<file path="config.mk">
export PLATFORM = sky130hd
export DESIGN_NAME = flash_boot_loader
export DESIGN_NICKNAME = d
export VERILOG_FILES = /design/src/rtl/boot_pkg.sv /design/src/rtl/boot_seq.sv /design/src/rtl/word_pack.sv /design/src/rtl/sram_port.sv /design/src/rtl/fetch_mux.sv /design/src/rtl/flash_boot_loader.sv
export SDC_FILE = /design/constraint.sdc
export NUM_CORES = 1
export LEC_CHECK = 0
export ABC_AREA = 1
export BUFFER_PORTS_ARGS = -buffer_cell sky130_fd_sc_hd__buf_2
export CORE_MARGIN = 4
export CORE_UTILIZATION = 53
export CTS_CLUSTER_DIAMETER = 40
export DETAILED_ROUTE_END_ITERATION = 10
export PLACE_DENSITY_LB_ADDON = 0.12
export SETUP_SLACK_MARGIN = 0.4
export SLEW_MARGIN = 20
export SYNTH_ARGS = -nofsm -noshare
export SYNTH_HDL_FRONTEND = slang
export SYNTH_SLANG_ARGS = --single-unit
</file>
<file path="constraint.sdc">
create_clock -name clk -period 1.7 [get_ports clk]
set_input_delay 0.085 -clock clk [delete_from_list [all_inputs] [get_ports clk]]
set_output_delay 0.085 -clock clk [all_outputs]
set_load 0.01 [all_outputs]
</file>
<file path="src/rtl/boot_pkg.sv">
package boot_pkg;
  localparam int WORD_W = 16;
  localparam int BYTE_W = 8;
  localparam logic [7:0] OP_WAKE  = 8'hAB;
  localparam logic [7:0] OP_READ  = 8'h03;
  localparam logic [7:0] OP_SLEEP = 8'hB9;
  localparam logic [7:0] OP_DUMMY = 8'h00;

  typedef enum logic [2:0] {
    ST_WAKE, ST_PAUSE, ST_CMD, ST_DATA, ST_SLEEP, ST_DONE
  } step_t;

  typedef enum logic [1:0] {
    PH_ISSUE, PH_GAP, PH_WAIT
  } phase_t;
endpackage

</file>
<file path="src/rtl/boot_seq.sv">
module boot_seq #(
  parameter int          WORDS       = 6,
  parameter int          WAKE_CYCLES = 75,
  parameter logic [23:0] FLASH_ADDR  = 24'h010000
) (
  input  logic       clk,
  input  logic       rst,
  input  logic       spi_busy,
  input  logic [7:0] spi_rx,
  output logic       spi_req,
  output logic [7:0] spi_tx,
  output logic       spi_frame,
  output logic       byte_valid,
  output logic [7:0] byte_out,
  output logic       go_set
);
  import boot_pkg::*;
  localparam int BYTE_TOTAL = 2 * WORDS;
  localparam int BC_W = (BYTE_TOTAL > 1) ? $clog2(BYTE_TOTAL) : 1;
  localparam int DC_W = (WAKE_CYCLES > 1) ? $clog2(WAKE_CYCLES) : 1;

  step_t             step;
  phase_t            phase;
  logic [1:0]        idx;
  logic [BC_W-1:0]   bcnt;
  logic [DC_W-1:0]   dcnt;
  logic [7:0]        next_byte;

  always_comb begin
    unique case (step)
      ST_WAKE:  next_byte = OP_WAKE;
      ST_CMD: begin
        unique case (idx)
          2'd0:    next_byte = OP_READ;
          2'd1:    next_byte = FLASH_ADDR[23:16];
          2'd2:    next_byte = FLASH_ADDR[15:8];
          default: next_byte = FLASH_ADDR[7:0];
        endcase
      end
      ST_SLEEP: next_byte = OP_SLEEP;
      default:  next_byte = OP_DUMMY;
    endcase
  end

  always_ff @(posedge clk) begin
    if (rst) begin
      step       <= ST_WAKE;
      phase      <= PH_ISSUE;
      idx        <= '0;
      bcnt       <= '0;
      dcnt       <= '0;
      spi_req    <= 1'b0;
      spi_tx     <= '0;
      spi_frame  <= 1'b0;
      byte_valid <= 1'b0;
      byte_out   <= '0;
      go_set     <= 1'b0;
    end else begin
      spi_req    <= 1'b0;
      byte_valid <= 1'b0;
      go_set     <= 1'b0;
      case (step)
        ST_PAUSE: begin
          if (dcnt == DC_W'(WAKE_CYCLES - 1)) begin
            step  <= ST_CMD;
            phase <= PH_ISSUE;
            idx   <= '0;
          end else begin
            dcnt <= dcnt + 1'b1;
          end
        end
        ST_DONE: ;
        default: begin
          case (phase)
            PH_ISSUE: begin
              spi_req   <= 1'b1;
              spi_tx    <= next_byte;
              spi_frame <= (step == ST_CMD) || (step == ST_DATA);
              phase     <= PH_GAP;
            end
            PH_GAP: phase <= PH_WAIT;
            default: begin
              if (!spi_busy) begin
                phase <= PH_ISSUE;
                case (step)
                  ST_WAKE: begin
                    step <= ST_PAUSE;
                    dcnt <= '0;
                  end
                  ST_CMD: begin
                    if (idx == 2'd3) begin
                      step <= ST_DATA;
                      bcnt <= '0;
                    end else begin
                      idx <= idx + 1'b1;
                    end
                  end
                  ST_DATA: begin
                    byte_valid <= 1'b1;
                    byte_out   <= spi_rx;
                    if (bcnt == BC_W'(BYTE_TOTAL - 1)) begin
                      step      <= ST_SLEEP;
                      spi_frame <= 1'b0;
                    end else begin
                      bcnt <= bcnt + 1'b1;
                    end
                  end
                  default: begin
                    step   <= ST_DONE;
                    go_set <= 1'b1;
                  end
                endcase
              end
            end
          endcase
        end
      endcase
    end
  end

  assert_req_pulse_R9: assert property (@(posedge clk) disable iff (rst)
    spi_req |=> !spi_req) else $error("request longer than one cycle");
  assert_req_idle_R9: assert property (@(posedge clk) disable iff (rst)
    spi_req |-> !spi_busy) else $error("request while busy");
  assert_done_quiet_R11: assert property (@(posedge clk) disable iff (rst)
    (step == ST_DONE) |-> !spi_req) else $error("request after done");
endmodule

</file>
<file path="src/rtl/word_pack.sv">
module word_pack (
  input  logic        clk,
  input  logic        rst,
  input  logic        byte_valid,
  input  logic [7:0]  byte_in,
  output logic        word_valid,
  output logic [15:0] word
);
  logic       second;
  logic [7:0] hi;

  always_ff @(posedge clk) begin
    if (rst) begin
      second     <= 1'b0;
      hi         <= '0;
      word_valid <= 1'b0;
      word       <= '0;
    end else begin
      word_valid <= 1'b0;
      if (byte_valid) begin
        if (!second) begin
          hi     <= byte_in;
          second <= 1'b1;
        end else begin
          word       <= {hi, byte_in};
          word_valid <= 1'b1;
          second     <= 1'b0;
        end
      end
    end
  end

  assert_low_byte_R4: assert property (@(posedge clk) disable iff (rst)
    word_valid |-> (word[7:0] == $past(byte_in))) else $error("low byte mismatch");
  assert_pair_spacing_R4: assert property (@(posedge clk) disable iff (rst)
    word_valid |=> !word_valid) else $error("back-to-back words");
endmodule

</file>
<file path="src/rtl/sram_port.sv">
module sram_port #(
  parameter int AW = 16
) (
  input  logic          clk,
  input  logic          rst,
  input  logic          word_valid,
  input  logic [15:0]   word,
  output logic [AW-1:0] wr_addr,
  output logic [15:0]   dq_o,
  output logic          dq_oe,
  output logic          oe_n,
  output logic          we_n
);
  logic          wr_act;
  logic [AW-1:0] next_addr;

  always_ff @(posedge clk) begin
    if (rst) begin
      wr_act    <= 1'b0;
      dq_o      <= '0;
      dq_oe     <= 1'b0;
      oe_n      <= 1'b0;
      we_n      <= 1'b1;
      wr_addr   <= '0;
      next_addr <= '0;
    end else begin
      wr_act <= word_valid;
      dq_oe  <= word_valid;
      oe_n   <= word_valid;
      we_n   <= !word_valid;
      if (word_valid) begin
        dq_o    <= word;
        wr_addr <= next_addr;
      end
      if (wr_act) next_addr <= next_addr + 1'b1;
    end
  end

  assert_strobe_follow_R6: assert property (@(posedge clk) disable iff (rst)
    word_valid |=> (!we_n && oe_n && dq_oe)) else $error("write strobes late");
  assert_data_held_R6: assert property (@(posedge clk) disable iff (rst)
    word_valid |=> (dq_o == $past(word))) else $error("write data mismatch");
  assert_bus_free_R6: assert property (@(posedge clk) disable iff (rst)
    !word_valid |=> (we_n && !dq_oe)) else $error("stray write");
endmodule

</file>
<file path="src/rtl/fetch_mux.sv">
module fetch_mux #(
  parameter int AW = 16
) (
  input  logic          clk,
  input  logic          rst,
  input  logic          go_set,
  input  logic [AW-1:0] wr_addr,
  input  logic [AW-1:0] cpu_pc,
  input  logic [15:0]   rom_data,
  input  logic [15:0]   sram_dq_i,
  output logic [AW-1:0] sram_addr,
  output logic [15:0]   instr,
  output logic          cpu_rst,
  output logic          go
);
  always_ff @(posedge clk) begin
    if (rst) begin
      go      <= 1'b0;
      cpu_rst <= 1'b1;
    end else begin
      if (go_set) go <= 1'b1;
      cpu_rst <= !go;
    end
  end

  assign sram_addr = go ? cpu_pc    : wr_addr;
  assign instr     = go ? sram_dq_i : rom_data;

  assert_go_sticky_R7: assert property (@(posedge clk) disable iff (rst)
    go |=> go) else $error("go dropped");
  assert_go_from_seq_R7: assert property (@(posedge clk) disable iff (rst)
    go_set |=> go) else $error("go not set");
  assert_rst_release_R7: assert property (@(posedge clk) disable iff (rst)
    $rose(go) |-> cpu_rst) else $error("cpu reset released early");
  assert_rst_low_R7: assert property (@(posedge clk) disable iff (rst)
    go |=> !cpu_rst) else $error("cpu reset stuck");
endmodule

</file>
<file path="src/rtl/flash_boot_loader.sv">
module flash_boot_loader #(
  parameter int          WORDS       = 6,
  parameter int          WAKE_CYCLES = 75,
  parameter logic [23:0] FLASH_ADDR  = 24'h010000,
  parameter int          AW          = 16
) (
  input  logic          clk,
  input  logic          rst,
  output logic          spi_req,
  output logic [7:0]    spi_tx,
  output logic          spi_frame,
  input  logic          spi_busy,
  input  logic [7:0]    spi_rx,
  output logic [AW-1:0] sram_addr,
  output logic [15:0]   sram_dq_o,
  output logic          sram_dq_oe,
  input  logic [15:0]   sram_dq_i,
  output logic          sram_ce_n,
  output logic          sram_oe_n,
  output logic          sram_we_n,
  input  logic [AW-1:0] cpu_pc,
  input  logic [15:0]   rom_data,
  output logic [15:0]   instr,
  output logic          cpu_rst,
  output logic          go
);
  logic          byte_valid;
  logic [7:0]    byte_data;
  logic          word_valid;
  logic [15:0]   word;
  logic          go_set;
  logic [AW-1:0] wr_addr;

  assign sram_ce_n = 1'b0;

  boot_seq #(.WORDS(WORDS), .WAKE_CYCLES(WAKE_CYCLES), .FLASH_ADDR(FLASH_ADDR)) u_seq (
    .clk(clk), .rst(rst), .spi_busy(spi_busy), .spi_rx(spi_rx),
    .spi_req(spi_req), .spi_tx(spi_tx), .spi_frame(spi_frame),
    .byte_valid(byte_valid), .byte_out(byte_data), .go_set(go_set));

  word_pack u_pack (
    .clk(clk), .rst(rst), .byte_valid(byte_valid), .byte_in(byte_data),
    .word_valid(word_valid), .word(word));

  sram_port #(.AW(AW)) u_sram (
    .clk(clk), .rst(rst), .word_valid(word_valid), .word(word),
    .wr_addr(wr_addr), .dq_o(sram_dq_o), .dq_oe(sram_dq_oe),
    .oe_n(sram_oe_n), .we_n(sram_we_n));

  fetch_mux #(.AW(AW)) u_fetch (
    .clk(clk), .rst(rst), .go_set(go_set), .wr_addr(wr_addr),
    .cpu_pc(cpu_pc), .rom_data(rom_data), .sram_dq_i(sram_dq_i),
    .sram_addr(sram_addr), .instr(instr), .cpu_rst(cpu_rst), .go(go));

  assert_go_quiet_R11: assert property (@(posedge clk) disable iff (rst)
    go |-> (sram_we_n && !spi_req)) else $error("activity after go");
endmodule

</file>
=== After elaboration in Yosys (flattened, before gate mapping) ===
Index checks and enable logic that the tools add are counted.

* Logic and storage cells: 118
* Output and inout bits: 64
* Input bits: 59
* Flip-flop bits (word level): 116

* Reduce and logical (&&, ||, !) cells: 27
* Bitwise logic cells: 7
* $add $sub $neg: 4
* Mux-type cells: 37
* Eq/ne operators: 21

{| class="wikitable"
|+ Operators by type and width
! cell !! number
|-
| $mux 16 || 2
|-
| $mux 7 || 4
|-
| $pmux 8 s3 || 1
|-
| $reduce_and 6->1 || 3
|-
| $add 16x1->16 const B || 1
|-
| $pmux 2 s2 || 4
|-
| $mux 3 || 5
|-
| $pmux 7 s2 || 1
|-
| $mux 2 || 6
|-
| $reduce_and 5->1 || 2
|-
| $reduce_bool 2->1 || 5
|-
| $pmux 3 s3 || 1
|-
| $mux 1 || 8
|-
| $mux 4 || 2
|-
| $ne 2x1->1 const B || 4
|-
| $ne 2x2->1 const B || 4
|-
| $pmux 4 s2 || 1
|-
| $add 7x1->7 const B || 1
|-
| $eq 7x7->1 const B || 1
|-
| $not 1->1 || 7
|-
| $eq 3x2->1 const B || 2
|-
| $eq 3x3->1 const B || 2
|-
| $ne 3x3->1 const B || 2
|-
| $pmux 3 s2 || 1
|-
| 18 further kinds || 26
|}

=== Logic depth before layout (Yosys ltp) ===
* Depth in word-level cells: 6
* Gate-level depth with buffers: 10
* Gate-level depth less buffers: 10

=== Cells and area by module ===
A second synthesis with hierarchy kept.

* Cells, all modules: 747
* Area, all modules: 5212.5 um^2

{| class="wikitable"
|+ By module, submodules not included
! module !! area each (um^2) !! instances !! cells an instance
|-
| sram_port || 1899.3 || 1 || 252
|-
| boot_seq || 1840.5 || 1 || 256
|-
| word_pack || 972.2 || 1 || 127
|-
| fetch_mux || 489.2 || 1 || 110
|-
| flash_boot_loader || 11.3 || 1 || 2
|}

=== Worst setup path before layout ===
No wires, ideal clock.

* Path type: flip-flop to flip-flop
* Start: register u_seq.step[2]
* End: register u_seq.byte_out[5]
* Path buffers: 1
* Slack: 418 ps
* Library setup time: 119 ps
* Arrival: 1163 ps
* Stages on the path, launching flop included: 8
* Clock period less this slack: 1282 ps
* Required time: 1581 ps
* Cell sequence: dfxtp_1 > inv_1 > nand2_1 > nor2_1 > nand2_1 > buf_4 > o21ai_0 > a21oi_1

* Cells in the longest elaborated chain, start to end: 4
* Elaborated cells on any way between the ends: 6
* Those cells by class: eq/ne: 3; bitwise: 1; reduce/logical: 2

{| class="wikitable"
|+ Ends and longest elaborated chain
! item !! RTL line !! RTL
|-
| start, declared || boot_seq.sv:22 || <nowiki>step_t step;</nowiki>
|-
| start signal, assigned || boot_seq.sv:47 || <nowiki>step <= ST_WAKE;</nowiki>
|-
| start signal, assigned || boot_seq.sv:65 || <nowiki>step <= ST_CMD;</nowiki>
|-
| start signal, assigned || boot_seq.sv:87 || <nowiki>step <= ST_PAUSE;</nowiki>
|-
| $eq 3x1->1 / $eq 3x3->1 (equally long branches) || boot_seq.sv:62 || <nowiki>case (step)</nowiki>
|-
| $reduce_or 2->1 (no source line) || - ||
|-
| $not 1->1 (no source line) || - ||
|-
| $reduce_and 4->1 (no source line) (*) || - ||
|-
| end signal, assigned || boot_seq.sv:100 || <nowiki>byte_out <= spi_rx;</nowiki>
|-
| end, declared || boot_seq.sv:14 || <nowiki>output logic [7:0] byte_out,</nowiki>
|}

Every way passes the cells marked *; elsewhere a longest branch is shown, timed or not.
A chain may end at the register's enable or synchronous reset.

=== Worst setup path in the final report ===
* Start: register u_fetch.go
* End: output port instr[5]

* Cells in the longest elaborated chain, start to end: 1

{| class="wikitable"
|+ Ends and longest elaborated chain
! item !! RTL line !! RTL
|-
| start, declared || fetch_mux.sv:14 || <nowiki>output logic go</nowiki>
|-
| start signal, assigned || fetch_mux.sv:18 || <nowiki>go <= 1'b0;</nowiki>
|-
| start signal, assigned || fetch_mux.sv:21 || <nowiki>if (go_set) go <= 1'b1;</nowiki>
|-
| $mux 16 || fetch_mux.sv:27 || <nowiki>assign instr = go ? sram_dq_i : rom_data;</nowiki>
|-
| end, declared || flash_boot_loader.sv:23 || <nowiki>output logic [15:0] instr,</nowiki>
|}

No other way between the ends.

==> results_tabular.tex <==
\begin{tabular}{lr}
\hline
Metric & Value \\
\hline
\multicolumn{2}{l}{\textbf{Route}} \\
Routed length on met3 & 906 um \\
Count of TritonRoute iterations in the first routing pass & 5 \\
Count of routing violations after the opening detailed-route iteration & roughly 240 \\
Routed length per instance & about 14 um \\
Highest layer used for signal routing & met4 \\
Number of nets still failing antenna checks after routing & 0 \\
Mean number of vias per cell & between 5 and 6 \\
Total routed wire length on the met1 layer & about 5400 um \\
Via count & $\sim$4800 \\
Final Routed Wirelength & between 10000 and 15000 um \\
\# DRC & 0 \\
Met2 wire len & 6475 um \\
\multicolumn{2}{l}{\textbf{Cells and area}} \\
Syn-to-layout area delta & 33.53\% \\
Fraction of final layout cells sized beyond drive strength 1 & a little over a third \\
NumNets Final & 875 \\
Number of antenna repair diodes & 0 \\
\multicolumn{2}{l}{\textbf{Global route}} \\
Overflow left after global routing & 0 \\
Wire length of the first global-routing pass & $\sim$19000 um \\
Largest net degree at the start of global routing & 34 \\
Aggregate global-route resource usage & 21.75\% \\
Number of global-route vias before repair & between 4000 and 5000 \\
Number of antenna violations at the first check in global routing & 0 \\
\multicolumn{2}{l}{\textbf{Power}} \\
Power per unit of standard cell area & 916.6 mW/mm2 \\
VDD IR max & 867.8 uV \\
Leakage component of the power & approximately 0.0027 uW \\
\multicolumn{2}{l}{\textbf{Critical path}} \\
CP Max Fanout & 8 \\
Kind of start point of the critical path & register \\
Crit path kind & reg2out \\
Worst setup path startpoint & u\_fetch.go \\
Setup crit end kind & output port \\
Startpoint of the most critical register-to-register path & u\_seq.step[0] \\
Maximum single-stage delay on the critical path & between 0.4 and 0.5 ns \\
Crit-path cells & buf\_6 -> clkinvlp\_4 -> nand2\_1 -> nand2\_1 -> buf\_2 \\
Critical path data arrival time & around 1.3 ns \\
Worst path buffer plus inverter count & 3 \\
Most prevalent standard cell on the critical path & nand2\_1 \\
Library cell contributing the largest single delay on the critical path & dfxtp\_4 \\
Required @ worst endpoint & roughly 1.6 ns \\
Kind of cell with the highest combined delay on the critical path & flip-flops \\
\multicolumn{2}{l}{\textbf{STA}} \\
Worst-case headroom to the max-slew limit & about two thirds \\
Fin. max-slew vios & 0 \\
WHS & -0.005767 ns \\
Endpoints failing setup & 0 \\
Final hold violation count & 1 \\
Fmax & about 700 MHz \\
Max Clock Skew & about 0.012 ns \\
RSZ-0062 raised after global routing & yes \\
Least-Margin Pin Slew & between 0.5 and 0.6 ns \\
Worst path setup slack after routing & between 0.2 and 0.3 ns \\
Share of the cycle needed by the critical path after routing & 83.97\% \\
Final worst path period need & 1.428 ns \\
Setup tns final & 0 ns \\
\multicolumn{2}{l}{\textbf{CTS}} \\
H-tree depth & 3 \\
Register clock-pin slew on the reported worst setup and hold paths & approximately 0.11 ns \\
Max Buffers Root-to-Sink & 2 \\
Clock buffers created by TritonCTS & 9 \\
CTS Root Buffer Type & clkbuf\_8 \\
Sinks on the clock net & 112 \\
Clock latency reported for the late side of the worst-skew pair & approximately 0.38 ns \\
TritonCTS clock tree & yes \\
\multicolumn{2}{l}{\textbf{Job}} \\
Max-cap violation count & 0 \\
\multicolumn{2}{l}{\textbf{Synthesis}} \\
Cell with the most instances after synthesis & nand2\_1 \\
Compound-Gate Fraction of Synth Area & approximately 16\% \\
Most frequent cells after synthesis & 161 x nand2\_1, 112 x dfxtp\_1, 88 x inv\_1 \\
Ys flop type & dfxtp\_1 \\
Yosys top cell by area & dfxtp\_1 \\
Synthesis warning total & 0 \\
Simple-gate area share of the yosys netlist & between 20\% and 30\% \\
Proportion of synthesized chip area in sequential cells & between 40 and 50\% \\
Combinational family with the most area after synthesis & simple AND/OR/NAND/NOR gates \\
Area share of the largest cell type after synthesis & between 40\% and 50\% \\
Share of synthesized cell area in full adder, half adder and majority cells & about 2.1\% \\
Xor/xnor cell area share of the yosys netlist & 0.3661\% \\
Number of enable-type register cells in the synthesized netlist & 0 \\
Fraction of registers with async set or reset after synthesis & 0\% \\
Syn Area/Cell & about 7.2 um2 \\
Synth cell types & 33 \\
Leading post-synthesis cells by cell area & dfxtp\_1 47\%, nand2\_1 13\%, o21ai\_0 7.2\% \\
Portion of netlist area occupied by mux cells & 0\% \\
Flops \& latches, synth & $\sim$110 \\
Post-Synthesis Cells & 662 \\
Post-synthesis instance area & 0.004785 mm2 \\
\multicolumn{2}{l}{\textbf{Run status}} \\
Outcome & finished with violations \\
Violations in the final reports & hold timing \\
\multicolumn{2}{l}{\textbf{Die}} \\
Number of top-level pins & about 120 \\
Vert. Die Dim & 103.0 um \\
Total core area & slightly below 0.009 mm2 \\
Total number of placement rows & 34 \\
Die Width & roughly 100 um \\
Area of the die & around 0.011 mm2 \\
Initial core utilization & a little over half \\
\multicolumn{2}{l}{\textbf{Placement}} \\
RePlAce Congestion & about 0.82 \\
Port-buffer cells & approximately 120 \\
Sum of net half-perimeters after detailed placement & 8258 um \\
Pre-CTS worst setup slack & around 0.16 ns \\
\multicolumn{2}{l}{\textbf{Hold path}} \\
Worst hold start & spi\_rx[2] \\
Min-delay worst type & in2reg \\
\hline
\end{tabular}
==> per-stage QoR <==
step / power, uW / instances / cell area [um2] / util (%)
3_3_place_gp: 3812 / 870 / 5436 / 62.04
2_1_floorplan: 3582 / 664 / 4792 / -
5_1_grt: 6119 / 921 / 6389 / 72.90
6_report: 5856 / 921 / 6389 / 72.90
3_5_place_dp: 3835 / 870 / 5436 / 62.04
4_1_cts: 5431 / 898 / 5857 / 66.83
==> worst paths after layout <==
kind	to	slack, ns	depth (start not counted)
max reg2reg	u_seq.dcnt[2]	0.32	8
min	u_seq.byte_out[2]	-0.006	3
max	instr[5]	0.27	5
min reg2reg	u_fetch.go	0.44	2
==> cell usage in the layout (no fill, tap or decap), types with 8 or more instances in the layout <==
cell type / n
o21ai_0: 57
dfxtp_1: 94
clkbuf_8: 9
a21oi_2: 8
nor2_2: 13
buf_6: 10
dfxtp_2: 8
o21ai_1: 15
inv_1: 78
nand2_1: 136
nor2_4: 10
buf_4: 29
buf_2: 116
nor2_1: 34
nand3_1: 28
a21oi_1: 34
nand2_2: 22
dfxtp_4: 10
o22ai_1: 21
==> registers in the layout, indices dropped and copies added (netlist names), 4 cells and up <==
signal	flops
u_pack.hi	8
u_pack.word	16
u_seq.dcnt	7
u_sram.next_addr	16
u_sram.wr_addr	16
u_seq.byte_out	8
u_seq.spi_tx	4
u_sram.dq_o	16
u_seq.bcnt	4
==> layout make-up <==
| cell class | instances | area, um2 |
|---|---|---|
| Sequential cell | 112 | 2290 |
| Multi-Input combinational cell | 431 | 2389 |
| Inverter | 92 | 369.1 |
| Timing Repair Buffer | 161 | 1008 |
| Tap cell | 108 | 135.1 |
| Clock inverter | 6 | 62.56 |
| Clock buffer | 10 | 127.6 |
| Fill cell | 678 | 2375 |
| Timing Repair inverter | 1 | 7.507 |
==> layer usage <==
layer  vias up  track usage [%]
li1       2422                -
met5         -                0
met1      2194            28.37
met3        34            3.518
met4         0            7.869
met2       194            36.41
==> repair_timing <==
action	4_1_cts	5_1_grt
setup endpoints to repair	89	78
cloned	2	0
hold buffers	3	0
endpoints found under the hold margin	3	0
setup buffers	7	23
gates resized for setup	53	105
pin swaps	10	38
==> worst register-to-register path, cell delays in order, from the launching register on <==
cell     delay, ns
dfxtp_4       0.44
inv_4         0.05
nor2_4        0.14
nand2_4       0.15
inv_6         0.13
nand2_8       0.07
nand3_4       0.15
nand2_2       0.08
a21oi_2       0.13
==> logic make-up (layout without fill, tap and decap cells) <==
family,count (synthesis),after routing
AND/OR/NAND/NOR,277,277
AO/OA/AOI/OAI,141,141
buffers and inverters,121,270
flip-flops,112,112
adder cells (fa/ha/maj),8,8
XOR/XNOR,2,2
other,1,3
==> report_power, final <==
group / internal, uW / switching (uW) / leakage (uW)
registers: 2730 / 141 / 0.000916
clock network: 570 / 936 / 0.0000957
logic: 609 / 868 / 0.00167
Power figures use the tool's default switching activity.
